<file path="src/rtl/csbc_pkg.sv">
package csbc_pkg;
  localparam int CFG_W    = 16;
  localparam int WS_W     = 4;
  localparam int WS_LSB   = 10;
  localparam int AA_BIT   = 8;
  localparam int PS_LSB   = 6;
  localparam int BEM_BIT  = 5;
  localparam int BSTR_BIT = 4;

  typedef enum logic [1:0] {
    ST_IDLE = 2'd0,
    ST_BEAT = 2'd1,
    ST_GAP  = 2'd2
  } seq_state_e;

  typedef struct packed {
    logic [WS_W-1:0] wait_cnt;
    logic            auto_ack;
    logic [1:0]      port_sel;
    logic            be_on_rd;
    logic            rd_burst;
  } cs_cfg_t;
endpackage

</file>
<file path="src/rtl/csbc_cfg_decode.sv">
module csbc_cfg_decode
  import csbc_pkg::*;
#(
  parameter int DATA_W = 32,
  localparam int LANES = DATA_W / 8,
  localparam int BC_W  = $clog2(LANES) + 1
) (
  input  logic [CFG_W-1:0] cfg_word,
  output cs_cfg_t          cfg,
  output logic [BC_W-1:0]  port_bytes
);
  logic unused_cfg_bits;
  assign unused_cfg_bits = ^{cfg_word[15:14], cfg_word[9], cfg_word[3:0]};

  always_comb begin
    cfg.wait_cnt = cfg_word[WS_LSB +: WS_W];
    cfg.auto_ack = cfg_word[AA_BIT];
    cfg.port_sel = cfg_word[PS_LSB +: 2];
    cfg.be_on_rd = cfg_word[BEM_BIT];
    cfg.rd_burst = cfg_word[BSTR_BIT];
    unique case (cfg.port_sel)
      2'b00:   port_bytes = BC_W'(LANES);
      2'b01:   port_bytes = BC_W'(1);
      default: port_bytes = BC_W'(2);
    endcase
  end
endmodule

</file>
<file path="src/rtl/csbc_wait_ctr.sv">
module csbc_wait_ctr #(
  parameter int CNT_W = 4
) (
  input  logic             clk,
  input  logic             rst_n,
  input  logic             load,
  input  logic [CNT_W-1:0] load_val,
  input  logic             active,
  input  logic             auto_ack,
  input  logic             ext_ack,
  output logic             term,
  output logic             int_ack
);
  logic [CNT_W-1:0] cnt_q, cnt_d;
  logic             cnt_en;
  logic             expired;

  assign expired = (cnt_q == '0);
  assign term    = active && (ext_ack || (auto_ack && expired));
  assign int_ack = active && auto_ack && expired && !ext_ack;

  always_comb begin
    cnt_en = load || (active && !expired);
    cnt_d  = load ? load_val : (cnt_q - 1'b1);
  end

  always_ff @(posedge clk or negedge rst_n) begin
    if (!rst_n) begin
      cnt_q <= '0;
    end else if (cnt_en) begin
      cnt_q <= cnt_d;
    end
  end
endmodule

</file>
<file path="src/rtl/csbc_lane_map.sv">
module csbc_lane_map #(
  parameter int DATA_W = 32,
  localparam int LANES = DATA_W / 8,
  localparam int BC_W  = $clog2(LANES) + 1,
  localparam int IDX_W = $clog2(LANES)
) (
  input  logic [IDX_W-1:0]  beat_off,
  input  logic [BC_W-1:0]   beat_bytes,
  input  logic [BC_W-1:0]   req_bytes,
  input  logic [IDX_W-1:0]  beat_idx,
  input  logic [DATA_W-1:0] wdata,
  input  logic [DATA_W-1:0] din,
  output logic [LANES-1:0]  lane_mask,
  output logic [DATA_W-1:0] dout_lanes,
  output logic [DATA_W-1:0] rd_piece
);
  logic [LANES-1:0]  width_ones;
  logic [LANES-1:0]  top_mask;
  logic [DATA_W-1:0] lane_bits;
  logic [DATA_W-1:0] top_bits;
  logic [DATA_W-1:0] w_left;
  logic [DATA_W-1:0] w_chunk;
  int                skip_bytes;

  for (genvar g = 0; g < LANES; g++) begin : g_spread
    assign lane_bits[8*g +: 8] = {8{lane_mask[g]}};
    assign top_bits[8*g +: 8]  = {8{top_mask[g]}};
  end

  always_comb begin
    width_ones = '0;
    for (int i = 0; i < LANES; i++) begin
      if (i < int'(beat_bytes)) width_ones[i] = 1'b1;
    end
    lane_mask  = width_ones << (LANES - int'(beat_off) - int'(beat_bytes));
    top_mask   = width_ones << (LANES - int'(beat_bytes));
    skip_bytes = int'(beat_idx) * int'(beat_bytes);
    w_left     = wdata << (8 * (LANES - int'(req_bytes)));
    w_chunk    = w_left << (8 * skip_bytes);
    dout_lanes = (w_chunk >> (8 * int'(beat_off))) & lane_bits;
    rd_piece   = ((din << (8 * int'(beat_off))) & top_bits) >> (8 * skip_bytes);
  end
endmodule

</file>
<file path="src/rtl/csbc_seq.sv">
module csbc_seq
  import csbc_pkg::*;
#(
  parameter int ADDR_W = 32,
  parameter int DATA_W = 32,
  localparam int LANES = DATA_W / 8,
  localparam int BC_W  = $clog2(LANES) + 1,
  localparam int IDX_W = $clog2(LANES)
) (
  input  logic              clk,
  input  logic              rst_n,
  input  logic              req_valid,
  input  logic [ADDR_W-1:0] req_addr,
  input  logic [1:0]        req_size,
  input  logic              req_write,
  input  logic [BC_W-1:0]   port_bytes,
  input  logic              rd_burst_en,
  input  logic              beat_term,
  input  logic [DATA_W-1:0] rd_piece,
  output logic              busy,
  output logic              beat_active,
  output logic              beat_first,
  output logic              burst_mode,
  output logic              beat_is_rd,
  output logic              ctr_load,
  output logic [ADDR_W-1:0] beat_addr,
  output logic [IDX_W-1:0]  beat_off,
  output logic [BC_W-1:0]   beat_bytes,
  output logic [BC_W-1:0]   req_bytes,
  output logic [IDX_W-1:0]  beat_idx,
  output logic              done,
  output logic [DATA_W-1:0] rdata
);
  function automatic logic [BC_W-1:0] size_to_bytes(input logic [1:0] s);
    case (s)
      2'd0:    return BC_W'(1);
      2'd1:    return BC_W'(2);
      default: return BC_W'(LANES);
    endcase
  endfunction

  function automatic logic [BC_W-1:0] log2_pow(input logic [BC_W-1:0] v);
    log2_pow = '0;
    for (int i = 0; i < BC_W; i++) begin
      if (v[i]) log2_pow = BC_W'(i);
    end
  endfunction

  seq_state_e        state_q, state_d;
  logic [ADDR_W-1:0] addr_q, addr_d;
  logic [BC_W-1:0]   bytes_q, bytes_d;
  logic [BC_W-1:0]   nb_q, nb_d;
  logic [IDX_W-1:0]  idx_q, idx_d;
  logic              wr_q, burst_q, first_q, first_d;
  logic [DATA_W-1:0] acc_q, acc_d;
  logic [DATA_W-1:0] rdata_q, rdata_d;
  logic              done_d, done_q;
  logic              accept, last_beat;
  logic              req_en, step_en, acc_en, rdata_en;
  logic [BC_W-1:0]   new_bytes;

  assign accept      = (state_q == ST_IDLE) && req_valid;
  assign new_bytes   = size_to_bytes(req_size);
  assign beat_active = (state_q == ST_BEAT);
  assign busy        = (state_q != ST_IDLE);
  assign beat_first  = beat_active && first_q;
  assign burst_mode  = beat_active && burst_q;
  assign beat_is_rd  = beat_active && !wr_q;
  assign beat_addr   = addr_q;
  assign beat_off    = addr_q[IDX_W-1:0] & IDX_W'(port_bytes - 1'b1);
  assign beat_bytes  = (bytes_q < port_bytes) ? bytes_q : port_bytes;
  assign req_bytes   = bytes_q;
  assign beat_idx    = idx_q;
  assign last_beat   = ((BC_W'(idx_q) + 1'b1) == nb_q);
  assign done        = done_q;
  assign rdata       = rdata_q;

  always_comb begin
    state_d  = state_q;
    first_d  = 1'b0;
    done_d   = 1'b0;
    ctr_load = 1'b0;
    req_en   = 1'b0;
    step_en  = 1'b0;
    acc_en   = 1'b0;
    rdata_en = 1'b0;
    bytes_d  = new_bytes;
    nb_d     = (new_bytes > port_bytes) ? (new_bytes >> log2_pow(port_bytes)) : BC_W'(1);
    addr_d   = addr_q + ADDR_W'(beat_bytes);
    idx_d    = idx_q + 1'b1;
    acc_d    = acc_q | rd_piece;
    rdata_d  = acc_d >> (8 * (LANES - int'(bytes_q)));
    unique case (state_q)
      ST_IDLE: begin
        if (accept) begin
          state_d  = ST_BEAT;
          first_d  = 1'b1;
          ctr_load = 1'b1;
          req_en   = 1'b1;
          acc_en   = 1'b1;
          acc_d    = '0;
        end
      end
      ST_BEAT: begin
        if (beat_term) begin
          acc_en = !wr_q;
          if (last_beat) begin
            state_d  = ST_IDLE;
            done_d   = 1'b1;
            rdata_en = !wr_q;
          end else begin
            step_en = 1'b1;
            if (burst_q) begin
              ctr_load = 1'b1;
            end else begin
              state_d = ST_GAP;
            end
          end
        end
      end
      ST_GAP: begin
        state_d  = ST_BEAT;
        first_d  = 1'b1;
        ctr_load = 1'b1;
      end
      default: state_d = ST_IDLE;
    endcase
  end

  always_ff @(posedge clk or negedge rst_n) begin
    if (!rst_n) begin
      state_q <= ST_IDLE;
      first_q <= 1'b0;
      done_q  <= 1'b0;
    end else begin
      state_q <= state_d;
      first_q <= first_d;
      done_q  <= done_d;
    end
  end

  always_ff @(posedge clk or negedge rst_n) begin
    if (!rst_n) begin
      addr_q  <= '0;
      bytes_q <= BC_W'(1);
      nb_q    <= BC_W'(1);
      wr_q    <= 1'b0;
      burst_q <= 1'b0;
      idx_q   <= '0;
    end else if (req_en) begin
      addr_q  <= req_addr;
      bytes_q <= bytes_d;
      nb_q    <= nb_d;
      wr_q    <= req_write;
      burst_q <= !req_write && rd_burst_en && (nb_d > BC_W'(1));
      idx_q   <= '0;
    end else if (step_en) begin
      addr_q  <= addr_d;
      idx_q   <= idx_d;
    end
  end

  always_ff @(posedge clk or negedge rst_n) begin
    if (!rst_n) begin
      acc_q <= '0;
    end else if (acc_en) begin
      acc_q <= acc_d;
    end
  end

  always_ff @(posedge clk or negedge rst_n) begin
    if (!rst_n) begin
      rdata_q <= '0;
    end else if (rdata_en) begin
      rdata_q <= rdata_d;
    end
  end
endmodule

</file>
<file path="src/rtl/csbc_top.sv">
module csbc_top
  import csbc_pkg::*;
#(
  parameter int ADDR_W      = 32,
  parameter int DATA_W      = 32,
  parameter int SYNC_STAGES = 2,
  localparam int LANES      = DATA_W / 8,
  localparam int BC_W       = $clog2(LANES) + 1,
  localparam int IDX_W      = $clog2(LANES)
) (
  input  logic              clk,
  input  logic              rst_n,
  input  logic [CFG_W-1:0]  cfg_word,
  input  logic              req_valid,
  input  logic [ADDR_W-1:0] req_addr,
  input  logic [1:0]        req_size,
  input  logic              req_write,
  input  logic [DATA_W-1:0] req_wdata,
  output logic              busy,
  output logic              done,
  output logic [DATA_W-1:0] rdata,
  input  logic              ext_ack,
  output logic              int_ack,
  output logic              bus_cs,
  output logic              bus_start,
  output logic              bus_burst,
  output logic              bus_rd,
  output logic [ADDR_W-1:0] bus_addr,
  output logic [LANES-1:0]  bus_be,
  output logic [LANES-1:0]  bus_bwe,
  output logic [DATA_W-1:0] bus_dout,
  input  logic [DATA_W-1:0] bus_din
);
  logic [SYNC_STAGES-1:0] rst_pipe_q;
  logic                   rst_n_s;
  cs_cfg_t                cfg;
  logic [BC_W-1:0]        port_bytes;
  logic                   beat_term, ctr_load, beat_active, beat_is_rd;
  logic [IDX_W-1:0]       beat_off, beat_idx;
  logic [BC_W-1:0]        beat_bytes, req_bytes;
  logic [LANES-1:0]       lane_mask;
  logic [DATA_W-1:0]      dout_lanes, rd_piece;
  logic                   wr_beat;

  always_ff @(posedge clk or negedge rst_n) begin
    if (!rst_n) begin
      rst_pipe_q <= '0;
    end else begin
      rst_pipe_q <= {rst_pipe_q[SYNC_STAGES-2:0], 1'b1};
    end
  end
  assign rst_n_s = rst_pipe_q[SYNC_STAGES-1];

  csbc_cfg_decode #(.DATA_W(DATA_W)) u_dec (
    .cfg_word  (cfg_word),
    .cfg       (cfg),
    .port_bytes(port_bytes)
  );

  csbc_wait_ctr #(.CNT_W(WS_W)) u_ctr (
    .clk     (clk),
    .rst_n   (rst_n_s),
    .load    (ctr_load),
    .load_val(cfg.wait_cnt),
    .active  (beat_active),
    .auto_ack(cfg.auto_ack),
    .ext_ack (ext_ack),
    .term    (beat_term),
    .int_ack (int_ack)
  );

  csbc_seq #(.ADDR_W(ADDR_W), .DATA_W(DATA_W)) u_seq (
    .clk        (clk),
    .rst_n      (rst_n_s),
    .req_valid  (req_valid),
    .req_addr   (req_addr),
    .req_size   (req_size),
    .req_write  (req_write),
    .port_bytes (port_bytes),
    .rd_burst_en(cfg.rd_burst),
    .beat_term  (beat_term),
    .rd_piece   (rd_piece),
    .busy       (busy),
    .beat_active(beat_active),
    .beat_first (bus_start),
    .burst_mode (bus_burst),
    .beat_is_rd (beat_is_rd),
    .ctr_load   (ctr_load),
    .beat_addr  (bus_addr),
    .beat_off   (beat_off),
    .beat_bytes (beat_bytes),
    .req_bytes  (req_bytes),
    .beat_idx   (beat_idx),
    .done       (done),
    .rdata      (rdata)
  );

  csbc_lane_map #(.DATA_W(DATA_W)) u_lane (
    .beat_off  (beat_off),
    .beat_bytes(beat_bytes),
    .req_bytes (req_bytes),
    .beat_idx  (beat_idx),
    .wdata     (req_wdata_q),
    .din       (bus_din),
    .lane_mask (lane_mask),
    .dout_lanes(dout_lanes),
    .rd_piece  (rd_piece)
  );

  logic [DATA_W-1:0] req_wdata_q;
  always_ff @(posedge clk or negedge rst_n_s) begin
    if (!rst_n_s) begin
      req_wdata_q <= '0;
    end else if (req_valid && !busy) begin
      req_wdata_q <= req_wdata;
    end
  end

  assign wr_beat  = beat_active && !beat_is_rd;
  assign bus_cs   = beat_active;
  assign bus_rd   = beat_is_rd;
  assign bus_be   = (beat_is_rd && cfg.be_on_rd) ? lane_mask : '0;
  assign bus_bwe  = wr_beat ? lane_mask : '0;
  assign bus_dout = wr_beat ? dout_lanes : '0;
endmodule

</file>
<file path="config.mk">
export PLATFORM = sky130hd
export DESIGN_NAME = csbc_top
export DESIGN_NICKNAME = d
export VERILOG_FILES = /design/src/rtl/csbc_pkg.sv /design/src/rtl/csbc_cfg_decode.sv /design/src/rtl/csbc_wait_ctr.sv /design/src/rtl/csbc_lane_map.sv /design/src/rtl/csbc_seq.sv /design/src/rtl/csbc_top.sv
export SDC_FILE = /design/constraint.sdc
export NUM_CORES = 1
export LEC_CHECK = 0
export ABC_AREA = 1
export ABC_CLOCK_PERIOD_IN_PS = 8800
export BUFFER_PORTS_ARGS = -buffer_cell sky130_fd_sc_hd__buf_2
export CAP_MARGIN = 10
export CORE_MARGIN = 2
export CORE_UTILIZATION = 50
export DETAILED_ROUTE_END_ITERATION = 12
export HOLD_SLACK_MARGIN = 0.05
export PLACE_DENSITY = 0.79
export SYNTH_ARGS = -nofsm -noshare
export SYNTH_HDL_FRONTEND = slang
export SYNTH_SLANG_ARGS = --single-unit
</file>
<file path="constraint.sdc">
create_clock -name clk -period 8.8 [get_ports clk]
set_input_delay 0.88 -clock clk [delete_from_list [all_inputs] [get_ports clk]]
set_output_delay 0.88 -clock clk [all_outputs]
set_load 0.02 [all_outputs]
</file>
Word-level counts from Yosys, hierarchy flattened
Index checks and enable logic that the tools add are counted.
{"block": "totals", "output_inout_bits": 111, "regBits": 148, "inputBits": 119}
{"block": "classes", "magnitude_cmp": 7, "shift": 9, "muxes": 43, "add_sub_neg": 9, "reduce_logical": 30, "bitwise": 4, "n_eq_ne": 8, "multipliers": 1}
{"operator": "2-to-1 mux 32 bit", "count": 5}
{"operator": "bitwise AND 32 bit", "count": 2}
{"operator": "left shift 32 x 32 -> 32 bit", "count": 2}
{"operator": "left shift 4 x 32 -> 4 bit", "count": 2}
{"operator": ">> shifter 32 x 32 -> 32 bit", "count": 2}
{"operator": "adder 32 x 3 -> 32 bit", "count": 1}
{"operator": "OR 32 bit", "count": 1}
{"operator": "left shift 32 x 5 -> 32 bit", "count": 1}
{"operator": ">> shifter 32 x 5 -> 32 bit", "count": 1}
{"operator": "subtractor 32 x 4 -> 32 bit", "count": 1}
{"operator": "2-to-1 mux 1 bit", "count": 20}
{"operator": "logical AND 1 bit", "count": 15}
{"operator": "2-to-1 mux 2 bit", "count": 7}
{"operator": "2-to-1 mux 4 bit", "count": 3}
{"operator": "one-hot mux 3 bit (2 select lines)", "count": 2}
{"operator": "subtractor 3 x 3 -> 4 bit (first input constant)", "count": 2}
{"operator": "== test 2 x 1 -> 1 bit (second input constant)", "count": 3}
{"operator": "logical NOT 1 bit", "count": 6}
{"operator": "logical NOT 2 bit", "count": 3}
{"operator": "< comparator 1 x 3 -> 1 bit (first input constant)", "count": 2}
{"operator": "< comparator 2 x 3 -> 1 bit (first input constant)", "count": 2}
{"operator": "2-to-1 mux 3 bit", "count": 2}
{"operator": "one-hot mux 2 bit (3 select lines)", "count": 1}
{"operator": "multiplier 2 x 3 -> 5 bit", "count": 1}
{"operator": "other kinds (21)", "count": 24}

Longest topological paths before layout
Gate-level depths: netlist of the first run.
{"block": "depth", "word_depth": 12, "mapped_depth": 28}

Modules after synthesis
Synthesis of the first run repeated with hierarchy kept, for this count alone.
{"block": "hier_totals", "cells_unflattened": 2043, "area_unflattened_um2": 12497.0}
{"mod": "csbc_seq", "area_per_inst_um2": 6695.2, "seq_area_each_um2": 2755.1, "cells_per_inst": 979, "n_inst": 1}
{"mod": "csbc_lane_map", "area_per_inst_um2": 3678.5, "seq_area_each_um2": 0.0, "cells_per_inst": 783, "n_inst": 1}
{"mod": "csbc_top", "area_per_inst_um2": 1756.7, "seq_area_each_um2": 850.8, "cells_per_inst": 225, "n_inst": 1}
{"mod": "csbc_wait_ctr", "area_per_inst_um2": 284.0, "seq_area_each_um2": 100.1, "cells_per_inst": 43, "n_inst": 1}
{"mod": "csbc_cfg_decode", "area_per_inst_um2": 82.6, "seq_area_each_um2": 0.0, "cells_per_inst": 13, "n_inst": 1}

Worst setup path before layout of the first run
No wires, ideal clock.
{"block": "synth_path", "kind": "input port to output port", "startpoint": "input cfg_word[7]", "endpoint": "output bus_dout[24]", "path_buffers": 1, "path_slack_ns": 3.232, "t_required_ns": 7.920, "cell_stages": 18, "t_arrival_ns": 4.688, "path_cell_list": "nor2_1 inv_1 ha_1 a21oi_2 nand3_1 nand2_1 buf_6 ha_1 inv_1 fa_1 fa_1 nor3_1 o211ai_1 nand2_1 inv_1 nor2_1 nand2_1 nor3_1"}
{"block": "synth_between", "elab_chain_cells": 9, "word_cells_on_any_way": 23, "classes_between": "add/sub: 3; mul: 1; order compare: 5; eq/ne: 1; shift: 3; mux: 7; bitwise: 2; reduce/logical: 1"}
{"item": "from (decl)", "line": "csbc_top.sv:13", "source": "input logic [CFG_W-1:0] cfg_word,"}
{"item": "== test 2 x 1 -> 1 bit / logical NOT 2 bit (equally long branches)", "line": "csbc_cfg_decode.sv:21", "source": "unique case (cfg.port_sel)"}
{"item": "one-hot mux 3 bit (2 select lines) *", "line": "csbc_cfg_decode.sv:21"}
{"item": "< comparator 3 bit / subtractor 2 x 1 -> 2 bit (equally long branches)", "line": "csbc_seq.sv:71, csbc_seq.sv:70"}
{"item": "2-to-1 mux 3 bit / bitwise AND 2 bit (equally long branches)", "line": "csbc_seq.sv:71, csbc_seq.sv:70"}
{"item": "multiplier 2 x 3 -> 5 bit, or another cell as far along", "line": "csbc_lane_map.sv:37", "source": "skip_bytes = int'(beat_idx) * int'(beat_bytes);"}
{"item": "left shift 32 x 32 -> 32 bit, or another cell as far along", "line": "csbc_lane_map.sv:39", "source": "w_chunk = w_left << (8 * skip_bytes);"}
{"item": ">> shifter 32 x 5 -> 32 bit / left shift 4 x 32 -> 4 bit (equally long branches)", "line": "csbc_lane_map.sv:40, csbc_lane_map.sv:35"}
{"item": "bitwise AND 32 bit *", "line": "csbc_lane_map.sv:40", "source": "dout_lanes = (w_chunk >> (8 * int'(beat_off))) & lane_bits;"}
{"item": "2-to-1 mux 32 bit *", "line": "csbc_top.sv:124", "source": "assign bus_dout = wr_beat ? dout_lanes : '0;"}
{"item": "to (decl)", "line": "csbc_top.sv:31", "source": "output logic [DATA_W-1:0] bus_dout,"}
Mark *: on every way between the ends. The rest lies on a longest branch, timed or not.

Final worst setup path of the first run
{"block": "layout_path", "startpoint": "input cfg_word[7]", "endpoint": "output bus_dout[3]"}
The elaborated chain is that of the path after synthesis.

==> reports/metrics.cfg, run 1 <==
[sta]
holdWs_ns = 0.224
drv_slew = 0
layout_setup_ws_ns = 2.28
hold_viol = 0
period_share_pct = 74.1
worstMarginPinSlew_ns = 1.14
setup_viol = 0
relSlewSlack_pct = 24.0
fmax_mhz = 153
grt_setup_unrepaired = no
clock_skew_ns = 0.0113
finalSetupTns_ns = 0
final.min_clock_period_ns = 6.52

[grt]
track_usage_pct = 28.1
globalRouteOverflowTotal = 0
grt_pass1_wl_mm = 54.3
grt_pass1_vias = 10700
antenna_found_initial = 7
grt_max_degree = 85

[worst_setup_path]
r2r-start = u_seq.req_bytes[2]
endpoint_kind = primary output
cp.arrival_ns = 5.64
crit_path_frequent_cell = nand2_1
critPathMaxFanout = 26
cp_top_family = simple AND/OR/NAND/NOR gates
slowest_stage = nand2_2
startpoint = cfg_word[7]
cp_slowest_stage_delay_ns = 0.56
rrSetupSlack_ns = 4.12
crit_path_start_kind = input pin
worstPathRequired_ns = 7.92
path_class = in -> out
critical_path_buf_inv_count = 6

[placement]
place.detailed.hpwl_mm = 24.1
placed_cell_area_mm2 = 0.0120
preCtsSetupSlack_ns = 2.32
port_buffers = 222
gp_congestion = 0.939

[drt]
vias = 11700
vias_per_cell = 5.71
initialDrtViolationCount = 1119
routed_wl_mm = 33.2
ant_nets = 0
wire_per_inst_um = 16.2
dr.pass1.iters = 5
route.detailed.drc = 0

[yosys]
synth_area_leaders = dfrtp_1 33%, nand2_1 15%, o21ai_0 6.1%, inv_1 5.2%, a21oi_1 4.9%
synth-main-ff-cell = dfrtp_1
synth_top_area_share_pct = 33.2
syn_area_mm2 = 0.0110
synth_nets = 1736
yosysTopAreaCell = dfrtp_1
async_flop_share_pct = 100
yosysWarnings = 0
ys_types = 52
synth_edf_count = 0
syn_avg_cell_area_um2 = 6.90
synth-seq-area-share_pct = 33.7
synthCells = 1594
yosys_register_bits = 148

[clocking]
cts.htree.levels = 4
cts-buffers-inserted = 17
clk_path_buf_depth = 2
clock_latency_ns = 0.43
root_buffer = clkbuf_16
clk_pin_slew_ns = 0.06
cts_tree = done
post_cts.repair.setup_buffers = 0
clock_sinks = 148
cts-resized-gates = 0
ctsHoldBuffers = 0

[die]
core.rowCount = 54
die_area_mm2 = 0.0232
start_util_pct = 50.7
die_x_um = 152
core_area_mm2 = 0.0217
ios = 230
die-height_um = 152

[pwr]
p_int_mw = 2.40
pwr-share-clk_pct = 13.0
power_density_mw_per_mm2 = 434
combPwrFrac_pct = 65.8
pwr-share-seq_pct = 21.2
power_switching_mw = 3.07
swShare_pct = 56.1
ir_drop_uv = 217
p_leak_nw = 6.54

[cells_and_area]
final_util_pct = 58.2
final_common_cell = nand2_1
drive_gt1_share_pct = 18.2
area_growth_syn_to_layout_pct = 14.8
stdcell_area_mm2 = 0.0126
fin_nets = 1892
layout_common_cells = 450 x nand2_1, 222 x buf_2, 151 x inv_1

[status]
status = complete, no violations

[flow_run]
maxCapViolations = 0

[hold_path]
hold_path_class = in -> async

[cell families after synthesis]
group	after synthesis	synth area share, %
AO/OA/AOI/OAI	391	20.9
XOR/XNOR	28	2.23
adder cells (fa/ha/maj)	23	2.89
buffers and inverters	259	10.2
flip-flops	148	33.7
other	1	0.0341
AND/OR/NAND/NOR	744	30.0
[path summary, 6_finish.rpt]
check,end,cells after the start
max,bus_dout[3],27
min,rst_pipe_q[0],1
max reg2reg,u_seq.rdata[0],20
min reg2reg,rst_pipe_q[1],0
max in group asynchronous,req_wdata_q[9],2
min in group clk,rst_pipe_q[1],0
[power groups by stage]
stage / registers (mW) / clock network [mW] / logic (mW)
finish: 1.16 / 0.714 / 3.60
detailed placement: 1.16 / 0 / 3.51
CTS: 1.15 / 0.719 / 3.54
floorplan: 1.26 / 0 / 2.62
global placement: 1.15 / 0 / 3.44
global route: 1.19 / 0.746 / 4.01
[area by class of cell]
class                   count  area (µm²)
diodes                      5        12.5
clock buffers              18         429
clock inverters            14         140
fillers                  2075        9070
inverters                 165         627
multi-input cells        1187        6170
flip-flops and latches    148        3710
well taps                 280         350
repair buffers            231        1180
[per-stage QoR]
stage	power, mW	std cells
2_1_floorplan	3.89	1594
3_3_place_gp	4.59	2011
3_5_place_dp	4.67	2011
4_1_cts	5.41	2043
5_1_grt	5.94	2047
6_report	5.48	2048
[layer usage]
metal	up-vias	global-route usage [%]	share of wire [%]
met5	-	0	0.039
li1	5668	-	-
met1	5414	38.8	44
met4	2	7.52	1.9
met2	568	43.8	45
met3	45	7.39	9.2
[state kept, by name (all words and copies together) (netlist names), 2 cells and up]
register,cells
rst_pipe_q,2
u_seq.acc_q,32
req_wdata_q,32
u_ctr.cnt_q,4
u_seq.state_q,2
u_seq.rdata,32
u_seq.beat_idx,2
u_seq.nb_q,3
u_seq.beat_addr,32
u_seq.req_bytes,3
[Yosys cell counts, drive strengths merged (8+ instances only)]
library cell	count
clkbuf	48
nor4	11
a21o	8
buf	46
nor3	25
nand4	51
a21oi	108
xor2	23
a211oi	10
o211ai	17
o21ai	175
nor2	100
a21boi	8
o211a	8
dfrtp	146
nand2	462
ha	19
o221ai	16
o22ai	23
inv	160
o21bai	8
nand3	91
(Power assumes the default switching activity.)
==> run 2: changes to the inputs <==
ABC_CLOCK_PERIOD_IN_PS = 5300   (was 8800)
PLACE_DENSITY = 0.82   (was 0.79)
clock period = 5.3 ns   (was 8.8 ns; I/O delays follow)
==> run 2 against run 1 <==
Largest power group unchanged; sequential cell count unchanged; critical path depth unchanged; via count increased by 0.18%; largest cell class unchanged; cell count increased by 0.63%; combinational power increased by 71%; die area unchanged; worst hold slack improved by 0.083 ns; clock skew increased by 0.00098 ns.
==> reports/metrics.cfg, run 2 (same netlist as run 1, synthesis figures left out) <==
[status]
status = complete, no violations  ; unchanged

[cells_and_area]
fill_cells = 2005  ; was 2075
fin_nets = 1909  ; was 1892
drive_gt1_share_pct = 19.1  ; was 18.2%
final_common_cell = nand2_1  ; unchanged
final_util_pct = 59.1  ; was 58.2%
area_growth_syn_to_layout_pct = 16.5  ; was 14.8%
layout_common_cells = 450 x nand2_1, 222 x buf_2, 150 x inv_1  ; was 450 x nand2_1, 222 x buf_2, 151 x inv_1
seq_area_mm2 = 0.00371  ; unchanged
multi_input_area_mm2 = 0.00621  ; was 0.00617 mm²

[sta]
setup_viol = 0  ; unchanged
fmax_mhz = 203
worstMarginPinSlew_ns = 0.991  ; was 1.14 ns
hold_viol = 0  ; unchanged
grt_setup_unrepaired = no  ; unchanged
finalSetupTns_ns = 0  ; unchanged
relSlewSlack_pct = 33.9  ; was 24.0%
clock_skew_ns = 0.0123  ; was 0.0113 ns
drv_slew = 0  ; unchanged
final.min_clock_period_ns = 4.92
period_share_pct = 92.8

[clocking]
clock_latency_ns = 0.43  ; about the same
root_buffer = clkbuf_16  ; unchanged
clk_pin_slew_ns = 0.07  ; was 0.06 ns
clock_sinks = 148  ; unchanged
cts-buffers-inserted = 17  ; unchanged
cts_tree = done  ; unchanged
cts.htree.levels = 4  ; unchanged
clk_path_buf_depth = 2  ; unchanged

[drt]
ant_nets = 0  ; unchanged
route.detailed.drc = 0  ; unchanged
initialDrtViolationCount = 1159  ; was 1119
routed_wl_mm = 33.3  ; was 33.2 mm
vias = 11700  ; about the same
dr.pass1.iters = 6  ; was 5
wire_per_inst_um = 16.2  ; about the same
vias_per_cell = 5.69  ; was 5.71

[placement]
place.detailed.hpwl_mm = 24.2  ; was 24.1 mm
gp_congestion = 0.907  ; was 0.939
port_buffers = 222  ; unchanged

[die]
core.rowCount = 54  ; unchanged
die_x_um = 152  ; unchanged
core_area_mm2 = 0.0217  ; unchanged
die-height_um = 152  ; unchanged
start_util_pct = 50.7  ; unchanged
ios = 230  ; unchanged
die_area_mm2 = 0.0232  ; unchanged

[grt]
globalRouteOverflowTotal = 0  ; unchanged
grt_pass1_vias = 10700  ; about the same
grt_pass1_wl_mm = 54.1  ; was 54.3 mm
grt_max_degree = 99  ; was 85
antenna_found_initial = 3  ; was 7
track_usage_pct = 28.0  ; was 28.1%

[worst_setup_path]
path_class = reg -> out  ; was in -> out
worst_r2r_endpoint = u_seq.rdata[7]  ; was u_seq.rdata[0]
endpoint_kind = primary output  ; unchanged
r2r_cells = 22  ; was 20
rrSetupSlack_ns = 1.01  ; was 4.12 ns
r2r-start = u_seq.req_bytes[2]  ; unchanged
cp.arrival_ns = 4.39  ; was 5.64 ns
worstPathRequired_ns = 4.77  ; was 7.92 ns
crit_path_start_kind = flip-flop  ; was input pin
critPathMaxFanout = 7  ; was 26

[hold_path]
whs_path_depth = 3
min_from = req_wdata[11]
hold_path_class = in -> reg  ; was in -> async
hold-path-endpoint = req_wdata_q[11]

[pwr]
power_density_mw_per_mm2 = 730  ; was 434 mW/mm²
p_leak_nw = 6.64  ; was 6.54 nW
ir_drop_uv = 414  ; was 217 µV

[flow_run]
maxCapViolations = 0  ; unchanged

[run 2: changes by cell type in the layout (fill, tap and decap cells not counted), sizes merged]
cell	previous run	this run
bufinv	1	3
diode	5	1
dlygate4sd3	0	1
clkinv	6	7
nor2	100	102
clkbuf	18	17
inv	170	168
buf	231	245
[run 2: metrics by stage]
| step | cell area [µm²] | power, mW | hold slack (ns) | cells | setup WS [ns] |
|---|---|---|---|---|---|
| after floorplan | 11000 | 6.45 | 0.234 | 1594 | 0.432 |
| after global placement | 12100 | 7.68 | 0.315 | 2020 | 0.199 |
| after detailed placement | 12100 | 7.81 | 0.317 | 2020 | 0.102 |
| after CTS | 12700 | 9.13 | 0.299 | 2053 | 0.105 |
| after global routing | 12800 | 10.1 | 0.309 | 2060 | 0.00772 |
| final | 12800 | 9.36 | 0.307 | 2061 | 0.383 |
[run 2: final cells by class]
class                   count  share of cell area [%]
multi-input cells        1189                    48.5
well taps                 280                    2.73
clock buffers              17                    3.32
diodes                      1                  0.0195
clock inverters            15                    1.47
repair buffers            246                    10.1
inverters                 165                    4.92
flip-flops and latches    148                    29.0
[run 2: report_power, final]
group	switching, mW	internal, mW
sequential	0.363	1.57
clock	0.514	0.753
combinational	4.29	1.86
total	5.17	4.19
[run 2: how the worst max path moves through the flow]
stage                       startpoint      endpoint  slack [ns]  depth (start not counted)
floorplan                  cfg_word[7]  bus_dout[24]        0.43                         18
global placement           cfg_word[7]   bus_dout[3]        0.20                         27
detailed placement         cfg_word[7]   bus_dout[9]        0.10                         25
CTS                        cfg_word[7]   bus_dout[9]        0.10                         25
global route               cfg_word[7]   bus_dout[3]       0.008                         30
finish              u_seq.req_bytes[2]   bus_dout[3]        0.38                         27
[run 2: routing by layer]
layer  up-vias  global-route usage (%)  part of all wire, %
met3        67                    6.26                  9.1
met4         4                    8.81                  2.3
li1       5683                       -                    -
met5         -                       0                0.066
met2       569                    43.5                   45
met1      5395                    39.2                   44
[run 2: critical path: stages (launching register included)]
cell	delay, ns
dfrtp_1	0.45
ha_1	0.38
nand2_1	0.08
inv_1	0.06
nand2_4	0.09
nand2_4	0.07
nand2_1	0.07
nand2_2	0.12
nor2_1	0.12
ha_1	0.17
inv_1	0.05
fa_1	0.38
nor2_1	0.11
nand2_1	0.07
nand2_2	0.07
nand2_2	0.15
nor2_4	0.22
buf_4	0.14
nand2_1	0.06
nand2_1	0.06
a21boi_0	0.17
inv_1	0.08
o21ai_1	0.19
inv_1	0.09
nand2_1	0.06
o21ai_1	0.09
a21oi_1	0.17
buf_2	0.19
[run 2: timing repair]
item / 4_1_cts / 5_1_grt
hold buffers: 1 / 0
endpoints found under the setup margin: 0 / 32
setup buffers: 0 / 5
resized for setup: 0 / 6
hold endpoints to repair: 2 / 0
==> run 3: changes to the inputs <==
ABC_CLOCK_PERIOD_IN_PS = 4400   (was 5300)
GPL_TIMING_DRIVEN = 0   (was not set)
clock period = 4.4 ns   (was 5.3 ns; I/O delays follow)
==> run 3 against run 2 <==
The run now ends with negative setup slack left; cell count increased by 4.7%; setup slack got worse by 0.53 ns; utilization increased by 5.2 points; die area unchanged; wire length grew 15%; worst hold slack got worse by 0.090 ns; cell area grew 8.8%; clock-buffer cell count is 2 higher; combinational power rose by 44%; critical endpoint is now bus_dout[2].
==> reports/metrics.cfg, run 3 (same netlist as run 1, synthesis figures left out) <==
[status]
status = finished with violations  ; was complete, no violations
violations = negative setup slack

[cells_and_area]
n_antenna_cell = 0  ; was 1
fin_nets = 2007  ; was 1909
fill_cells = 1939  ; was 2005
drive_gt1_share_pct = 25.9  ; was 19.1%
layout_common_cells = 434 x nand2_1, 212 x buf_2, 144 x dfrtp_1  ; was 450 x nand2_1, 222 x buf_2, 150 x inv_1
stdcell_count = 2158  ; was 2061
area_growth_syn_to_layout_pct = 26.7  ; was 16.5%
stdcell_area_mm2 = 0.0139  ; was 0.0128 mm²
final_util_pct = 64.3  ; was 59.1%
final_common_cell = nand2_1  ; unchanged

[placement]
port_buffers = 222  ; unchanged
gp_congestion = 0.958  ; was 0.907
dp.cells = 2098  ; was 2020
placed_cell_area_mm2 = 0.0126  ; was 0.0121 mm²
place.detailed.hpwl_mm = 29.2  ; was 24.2 mm

[sta]
layout_setup_ws_ns = -0.151  ; was 0.383 ns
hold_viol = 0  ; unchanged
setup_viol = 26  ; was 0
fmax_mhz = 220
drv_slew = 0  ; unchanged
final.min_clock_period_ns = 4.55
grt_setup_unrepaired = yes  ; was no
holdWs_ns = 0.216  ; was 0.307 ns
period_share_pct = 103
worstMarginPinSlew_ns = 0.786  ; was 0.991 ns
relSlewSlack_pct = 47.6  ; was 33.9%
clock_skew_ns = 0.00828  ; was 0.0123 ns

[clocking]
clk_pin_slew_ns = 0.06  ; was 0.07 ns
clk_path_buf_depth = 2  ; unchanged
cts_tree = done  ; unchanged
clock_latency_ns = 0.42  ; was 0.43 ns
clock_sinks = 148  ; unchanged
root_buffer = clkbuf_16  ; unchanged
cts.htree.levels = 4  ; unchanged
cts-buffers-inserted = 17  ; unchanged

[die]
ios = 230  ; unchanged
die-height_um = 152  ; unchanged
start_util_pct = 50.7  ; unchanged
die_x_um = 152  ; unchanged
core.rowCount = 54  ; unchanged
die_area_mm2 = 0.0232  ; unchanged
core_area_mm2 = 0.0217  ; unchanged

[worst_setup_path]
slowest_stage = fa_2  ; was dfrtp_1
endpoint_kind = primary output  ; unchanged
critical_path_buf_inv_count = 7  ; was 6
crit_path_frequent_cell = nand2_4  ; was nand2_1
worstPathRequired_ns = 3.96  ; was 4.77 ns
cp_slowest_stage_delay_ns = 0.38  ; was 0.45 ns
critPathMaxFanout = 5  ; was 7
cp_top_family = simple AND/OR/NAND/NOR gates  ; unchanged
crit_path_start_kind = input pin  ; was flip-flop
path_class = in -> out  ; was reg -> out
cp.arrival_ns = 4.11  ; was 4.39 ns

[pwr]
power_density_mw_per_mm2 = 912  ; was 730 mW/mm²
total_power_mw = 12.7  ; was 9.36 mW
p_leak_nw = 7.05  ; was 6.64 nW
ir_drop_uv = 541  ; was 414 µV

[drt]
initialDrtViolationCount = 1173  ; was 1159
route.detailed.drc = 0  ; unchanged
vias = 12400  ; was 11700
dr.pass1.iters = 6  ; unchanged
wire_per_inst_um = 17.7  ; was 16.2 µm
ant_nets = 0  ; unchanged
routed_wl_mm = 38.2  ; was 33.3 mm
vias_per_cell = 5.74  ; was 5.69

[grt]
globalRouteOverflowTotal = 0  ; unchanged
grt_pass1_vias = 11800  ; was 10700
track_usage_pct = 32.0  ; was 28.0%
antenna_found_initial = 2  ; was 3
grt_pass1_wl_mm = 60.6  ; was 54.1 mm
grt_max_degree = 57  ; was 99

[hold_path]
hold_path_class = in -> reg  ; unchanged

[flow_run]
maxCapViolations = 0  ; unchanged

[run 3: changes by cell type in the layout (fill, tap and decap cells not counted), sizes merged]
cell,previous run,this run
buf,245,297
clkbuf,17,67
inv,168,165
nor2,102,100
clkinv,7,8
diode,1,0
[run 3: metal layers]
layer	track usage, %	wire length (µm)	vias up
met2	52.4	17800	637
li1	-	-	5896
met1	43.3	16300	5772
met4	10.4	997	4
met5	0	21	-
met3	5.43	3080	85
[run 3: cell type report]
| cell class | count | area, µm² | share of cell area [%] |
|---|---|---|---|
| multi-input combinational | 1187 | 6650 | 47.7 |
| sequential | 148 | 3710 | 26.6 |
| timing repair buffer | 255 | 1500 | 10.8 |
| inverter | 165 | 627 | 4.50 |
| buffer | 91 | 493 | 3.54 |
| clock buffer | 19 | 433 | 3.11 |
| tap | 280 | 350 | 2.51 |
| clock inverter | 13 | 174 | 1.25 |
[run 3: final timing paths]
kind                                    startpoint                  end  slack [ns]  cells past startpoint
worst max-delay path                   cfg_word[6]          bus_dout[2]       -0.15                     28
worst min-delay path                 req_wdata[24]      req_wdata_q[24]        0.22                      3
worst max register to register  u_seq.req_bytes[2]  u_seq.beat_addr[24]        0.43                     20
worst min register to register       rst_pipe_q[0]        rst_pipe_q[1]        0.35                      0
max in group asynchronous            rst_pipe_q[1]   u_seq.req_bytes[0]        2.94                      2
min in group asynchronous                    rst_n        rst_pipe_q[1]        0.33                      2
[run 3: what timing repair did]
item / 4_1_cts / 5_1_grt
hold buffers: 1 / 0
setup buffers: 16 / 13
resized for setup: 48 / 117
endpoints found under the setup margin: 44 / 34
cloned: 1 / 0
hold endpoints to repair: 2 / 0
pin swaps: 15 / 42
[run 3: worst reg2reg max path: cells and delay by family (launching register included)]
| family | cells | cell delay (ns) |
|---|---|---|
| and+or+nand+nor | 11 | 1.61 |
| buffers and inverters | 3 | 0.39 |
| DFF | 1 | 0.44 |
| xor gates and xnor gates | 1 | 0.17 |
| adders and majority gates | 3 | 0.72 |
| AOI/OAI and AO/OA | 2 | 0.56 |
[run 3: through the flow]
stage / TNS [ns] / setup WS (ns)
after floorplan: -0.0225 / -0.0113
after global placement: -17.82 / -0.519
after detailed placement: -24.91 / -0.608
after CTS: 0 / 0.00574
after global routing: -9.45 / -0.392
final: -2.09 / -0.151
[run 3: where the power goes]
part | internal, mW | switching, mW | total (mW)
logic | 2.89 | 5.96 | 8.86
clock network | 0.904 | 0.620 | 1.52
registers | 1.90 | 0.429 | 2.33
